$ cat src/rtl/tbt_pkg.sv
package tbt_pkg;

  typedef logic [1:0] tb_sel_t;

  typedef struct packed {
    logic [3:0] rsvd;
    tb_sel_t    sel;
    logic       oie;
    logic       flag;
  } csr_t;

  localparam csr_t CSR_RESET = '{rsvd: 4'h0, sel: 2'b00, oie: 1'b0, flag: 1'b1};

  function automatic int unsigned max_of4(input int unsigned a, input int unsigned b,
                                          input int unsigned c, input int unsigned d);
    int unsigned m;
    m = a;
    if (b > m) m = b;
    if (c > m) m = c;
    if (d > m) m = d;
    return m;
  endfunction

endpackage

$ cat src/rtl/tbt_period_sel.sv
module tbt_period_sel
  import tbt_pkg::*;
#(
  parameter int unsigned PER_0 = 32000,
  parameter int unsigned PER_1 = 64000,
  parameter int unsigned PER_2 = 160000,
  parameter int unsigned PER_3 = 400000,
  parameter int unsigned CW    = 19
) (
  input  logic          clk,
  input  logic          rst_n,
  input  logic          load,
  input  tb_sel_t       next_sel,
  output tb_sel_t       act_sel,
  output logic [CW-1:0] term_val
);

  localparam int unsigned NSEL = 4;
  localparam int unsigned PTAB [NSEL] = '{PER_0, PER_1, PER_2, PER_3};

  logic [CW-1:0] lim [NSEL];
  tb_sel_t       sel_q;

  // One terminal value per select code.
  for (genvar i = 0; i < NSEL; i++) begin : g_lim
    assign lim[i] = CW'(PTAB[i] - 1);
  end

  // The active selection changes only on the wrap.
  always_ff @(posedge clk or negedge rst_n) begin
    if (!rst_n)    sel_q <= '0;
    else if (load) sel_q <= next_sel;
  end

  assign act_sel  = sel_q;
  assign term_val = lim[sel_q];

endmodule

$ cat src/rtl/tbt_counter.sv
module tbt_counter #(
  parameter int unsigned CW = 19
) (
  input  logic          clk,
  input  logic          rst_n,
  input  logic          run,
  input  logic [CW-1:0] term_val,
  output logic [CW-1:0] cnt,
  output logic          tick
);

  logic [CW-1:0] cnt_q;

  assign tick = run && (cnt_q == term_val);

  always_ff @(posedge clk or negedge rst_n) begin
    if (!rst_n)    cnt_q <= '0;
    else if (tick) cnt_q <= '0;
    else if (run)  cnt_q <= cnt_q + 1'b1;
  end

  assign cnt = cnt_q;

endmodule

$ cat src/rtl/tbt_csr.sv
module tbt_csr
  import tbt_pkg::*;
(
  input  logic       clk,
  input  logic       rst_n,
  input  logic       freeze,
  input  logic       wr_en,
  input  logic [7:0] wr_data,
  input  logic       rd_en,
  input  logic       tick,
  output tb_sel_t    sel,
  output logic       oie,
  output logic       flag,
  output logic [7:0] rd_data
);

  csr_t csr_q;
  csr_t wr_view;

  assign wr_view = csr_t'(wr_data);

  always_ff @(posedge clk or negedge rst_n) begin
    if (!rst_n) begin
      csr_q <= CSR_RESET;
    end else if (!freeze) begin
      if (wr_en) begin
        csr_q.sel <= wr_view.sel;
        csr_q.oie <= wr_view.oie;
      end
      // The hardware set takes precedence over the clearing read.
      if (tick)       csr_q.flag <= 1'b1;
      else if (rd_en) csr_q.flag <= 1'b0;
    end
  end

  assign sel     = csr_q.sel;
  assign oie     = csr_q.oie;
  assign flag    = csr_q.flag;
  assign rd_data = {4'h0, csr_q.sel, csr_q.oie, csr_q.flag};

endmodule

$ cat src/rtl/tbt_timebase.sv
module tbt_timebase
  import tbt_pkg::*;
#(
  parameter int unsigned PER_0 = 32000,
  parameter int unsigned PER_1 = 64000,
  parameter int unsigned PER_2 = 160000,
  parameter int unsigned PER_3 = 400000
) (
  input  logic       clk,
  input  logic       rst_n,
  input  logic       wr_en,
  input  logic [7:0] wr_data,
  input  logic       rd_en,
  output logic [7:0] rd_data,
  input  logic       halt,
  input  logic       active_halt,
  output logic       irq,
  output logic       wake
);

  localparam int unsigned MAXP = max_of4(PER_0, PER_1, PER_2, PER_3);
  localparam int unsigned CW   = (MAXP > 2) ? $clog2(MAXP) : 1;

  tb_sel_t       sw_sel;
  tb_sel_t       act_sel;
  logic          oie;
  logic          flag;
  logic          run;
  logic          freeze;
  logic          tick;
  logic [CW-1:0] cnt;
  logic [CW-1:0] term_val;
  logic          wake_q;

  // Full halt stops everything; active halt keeps counting only when enabled.
  assign freeze = halt || active_halt;
  assign run    = !halt && (!active_halt || oie);

  tbt_period_sel #(
    .PER_0(PER_0), .PER_1(PER_1), .PER_2(PER_2), .PER_3(PER_3), .CW(CW)
  ) u_psel (
    .clk      (clk),
    .rst_n    (rst_n),
    .load     (tick),
    .next_sel (sw_sel),
    .act_sel  (act_sel),
    .term_val (term_val)
  );

  tbt_counter #(.CW(CW)) u_cnt (
    .clk      (clk),
    .rst_n    (rst_n),
    .run      (run),
    .term_val (term_val),
    .cnt      (cnt),
    .tick     (tick)
  );

  tbt_csr u_csr (
    .clk     (clk),
    .rst_n   (rst_n),
    .freeze  (freeze),
    .wr_en   (wr_en),
    .wr_data (wr_data),
    .rd_en   (rd_en),
    .tick    (tick),
    .sel     (sw_sel),
    .oie     (oie),
    .flag    (flag),
    .rd_data (rd_data)
  );

  always_ff @(posedge clk or negedge rst_n) begin
    if (!rst_n) wake_q <= 1'b0;
    else        wake_q <= tick && active_halt && !halt;
  end

  assign wake = wake_q;
  assign irq  = flag && oie;

endmodule

$ cat config.mk
export PLATFORM = sky130hd
export DESIGN_NAME = tbt_timebase
export DESIGN_NICKNAME = d
export VERILOG_FILES = /design/src/rtl/tbt_pkg.sv /design/src/rtl/tbt_period_sel.sv /design/src/rtl/tbt_counter.sv /design/src/rtl/tbt_csr.sv /design/src/rtl/tbt_timebase.sv
export SDC_FILE = /design/constraint.sdc
export NUM_CORES = 1
export LEC_CHECK = 0
export CAP_MARGIN = 10
export CORE_ASPECT_RATIO = 2
export CORE_MARGIN = 2
export CORE_UTILIZATION = 30
export CTS_CLUSTER_DIAMETER = 200
export DETAILED_ROUTE_END_ITERATION = 16
export HOLD_SLACK_MARGIN = 0.12
export SLEW_MARGIN = 20
export SYNTH_ARGS = -nofsm -noshare
export SYNTH_HDL_FRONTEND = slang
export SYNTH_SLANG_ARGS = --single-unit
$ cat constraint.sdc
create_clock -name clk -period 2.6 [get_ports clk]
set_clock_uncertainty 0.15 [all_clocks]
set_input_delay 0.39 -clock clk [delete_from_list [all_inputs] [get_ports clk]]
set_output_delay 0.39 -clock clk [all_outputs]
set_load 0.05 [all_outputs]
==> results of run 1 <==
state kept, by name (all words and copies together), names as in the netlist:
signal / flops
u_csr.sel: 2
u_csr.flag: 1
u_csr.oie: 1
u_psel.act_sel: 2
u_cnt.cnt: 19
wake: 1
critical path, delay by kind of cell, from the launching register on:
family	cells	cell delay, ns
buf+inv	1	0.81
flops	1	0.55
simple gates	1	0.12
synth_stat cells (2+ instances only):
master    count
mux2_4        2
mux2_2        4
and3_1        4
o21ai_0       2
xnor2_1       5
and2_1        3
buf_6         2
xor2_1       12
nand3_1       8
and4_1        2
buf_2         2
nand4_1       7
nor2_1       17
nand2_1       9
nand2b_1      4
dfrtp_1      25
buf_4         8
where the power goes:
| part | leakage (nW) | switching [mW] | internal, mW |
|---|---|---|---|
| sequential | 0.345 | 0.0521 | 0.452 |
| combinational | 0.349 | 0.107 | 0.0843 |
| clock | 0.0288 | 0.130 | 0.136 |
kinds of logic (layout without fill, tap and decap cells):
family | Yosys count | in the layout | share of synthesized area [%]
buffers and inverters | 13 | 24 | 6.649
and+or+nand+nor | 66 | 66 | 26.68
other | 1 | 4 | 0.2588
muxes | 6 | 6 | 5.181
adders and majority gates | 1 | 1 | 0.8634
xor gates and xnor gates | 17 | 17 | 10.28
AOI/OAI and AO/OA | 10 | 10 | 5.096
DFF | 26 | 26 | 44.99
stage by stage:
stage                     worst slack, ns  utilization [%]  total power [mW]
final                              0.3100            35.96            0.9605
after global routing               0.2628            35.96             1.011
after CTS                          0.2985            35.96            0.9709
after detailed placement           0.2875            34.77            0.7068
after global placement             0.3217            34.77            0.6965
after floorplan                    0.5874                -            0.6413
cell type report:
type	count	area share (%)
multi-input cells	104	42.65
repair buffers	19	10.64
well taps	55	4.123
flip-flops and latches	26	39.06
inverters	1	0.2249
clock buffers	4	3.298
routing by layer:
layer  vias to the layer above  track usage (%)  share of wire, %
li1                        502                -                 -
met1                       509            13.14                38
met2                        12            24.23                59
met3                         6           0.8772               1.2
met4                         0            6.312               2.4
met5                         -                0                 0
final timing paths:
path / depth (start not counted) / end / slack [ns] / start
setup / recovery: 2 / irq / 0.31 / u_csr.flag
hold / removal: 2 / u_cnt.cnt[10] / 0.32 / rst_n
setup reg to reg: 5 / u_psel.act_sel[0] / 0.42 / u_psel.act_sel[1]
hold reg to reg: 1 / u_cnt.cnt[2] / 0.34 / u_cnt.cnt[2]
max in group asynchronous: 2 / u_csr.flag / 1.67 / rst_n
min in group clk: 1 / u_cnt.cnt[2] / 0.34 / u_cnt.cnt[2]
==> results.toml, run 1 <==
[outcome]
run_status = "complete, no violations"

[sta]
min_period_over_period_pct = 88.08
rsz0062_at_grt = "false"
fmax_mhz = 436.7
post-route-min-period_ns = 2.290
maxSlewHeadroom_pct = 62.10
setup_viol = 0
whs_ns = 0.3202
tns_ns = 0
maxSlewViolCount = 0
hold_violations = 0
worstMarginPinSlew_ns = 0.5661

[place]
dpl.cell_count = 205
hpwlAfterDp_um = 2280
place_congestion = 0.7990
postPlaceCellArea_sq_um = 1614
numPortBuffers = 14

[synth]
synth_top_flop_cell = "dfrtp_1"
yosys-top-cells-area = "dfrtp_1 43%, xor2_1 7.3%, nor2_1 4.4%, buf_4 4.1%, mux2_2 3.1%"
ys_seq_area_share_pct = 44.99
synth_cells = 140
synth_top_area_share_pct = 43.18
async_flop_share_pct = 100.0
ys_types = 41
netlist_area_sq_um = 1449
syn-mean-instance-area_sq_um = 10.35
synth_edf_count = 0
ys_ff_latch = 26
synth_top_area_cell = "dfrtp_1"
yosys_warnings = 0

[cts]
cts_root_buffer = "clkbuf_8"
postCtsHoldBufs = 0
post_cts_buffers = 0
numCtsBuffers = 3
cts_max_path_buffers = 2
clk_latency_ns = 0.27
cts.sinks = 26
htreeDepth = 1
cts_tree = "done"
cts_resized = 0
path_clk_slew_ns = 0.09

[grt]
grt_pass1_wl_um = 5106
track_usage_pct = 12.68
overflow = 0
grt_pass1_vias = 1071
grt_start_max_net_pins = 27
antenna_found_initial = 0

[floorplan]
die_x_um = 53.14
initial_utilization_pct = 31.21
die_h_um = 102.3
fp.dieArea_sq_um = 5435
core_area_sq_um = 4642
rows = 35
ios = 24

[critical_path]
cp_cell_sequence = "and2_1, clkdlybuf4s50_1"
endpoint_kind = "output pin"
slowest_stage = "clkdlybuf4s50_1"
cpPeakStageDelay_ns = 0.81
worstPathMaxFanout = 3
cp_data_arrival_time_ns = 1.75
critPathRequiredTime_ns = 2.06
start_kind = "register"
critPathKind = "register to output pin"

[pwr]
power_density_nw_per_um2 = 575.4
max-vdd-ir-drop_v = 0.0004861
p_leak_nw = 0.7222

[cells_and_area]
multiInputGateArea_sq_um = 711.9
final_area_sq_um = 1669
finalNonFillerCells = 209
drive_gt1_share_pct = 12.99
diodes = 0
final.fill_count = 503
layout_commonest_cell = "dfrtp_1"
area_growth_pct = 15.20
layout_common_cells = "25 x dfrtp_1, 17 x nor2_1, 14 x clkdlybuf4s50_1, 12 x xor2_1, 9 x nand2_1"
seqCellArea_sq_um = 651.9
nets = 170

[route]
routed_wl_um = 2966
wl_per_cell_um = 14.19
vias_per_cell = 4.923
first_pass_iters = 4
antenna_left = 0
drc = 0
vias = 1029
drtIter0Drc = 19

[worst_hold_path]
hp-class = "input pin to async pin"

[flow_run]
drv_cap = 0
Note: power is estimated with default switching activity, not from simulation.
==> run 2, diff against run 1 <==
- ABC_CLOCK_PERIOD_IN_PS: unset -> 2600
- SKIP_LAST_GASP: unset -> 1
==> results of run 2 <==
Final layout, timing and power as in run 1 (identical DEF).
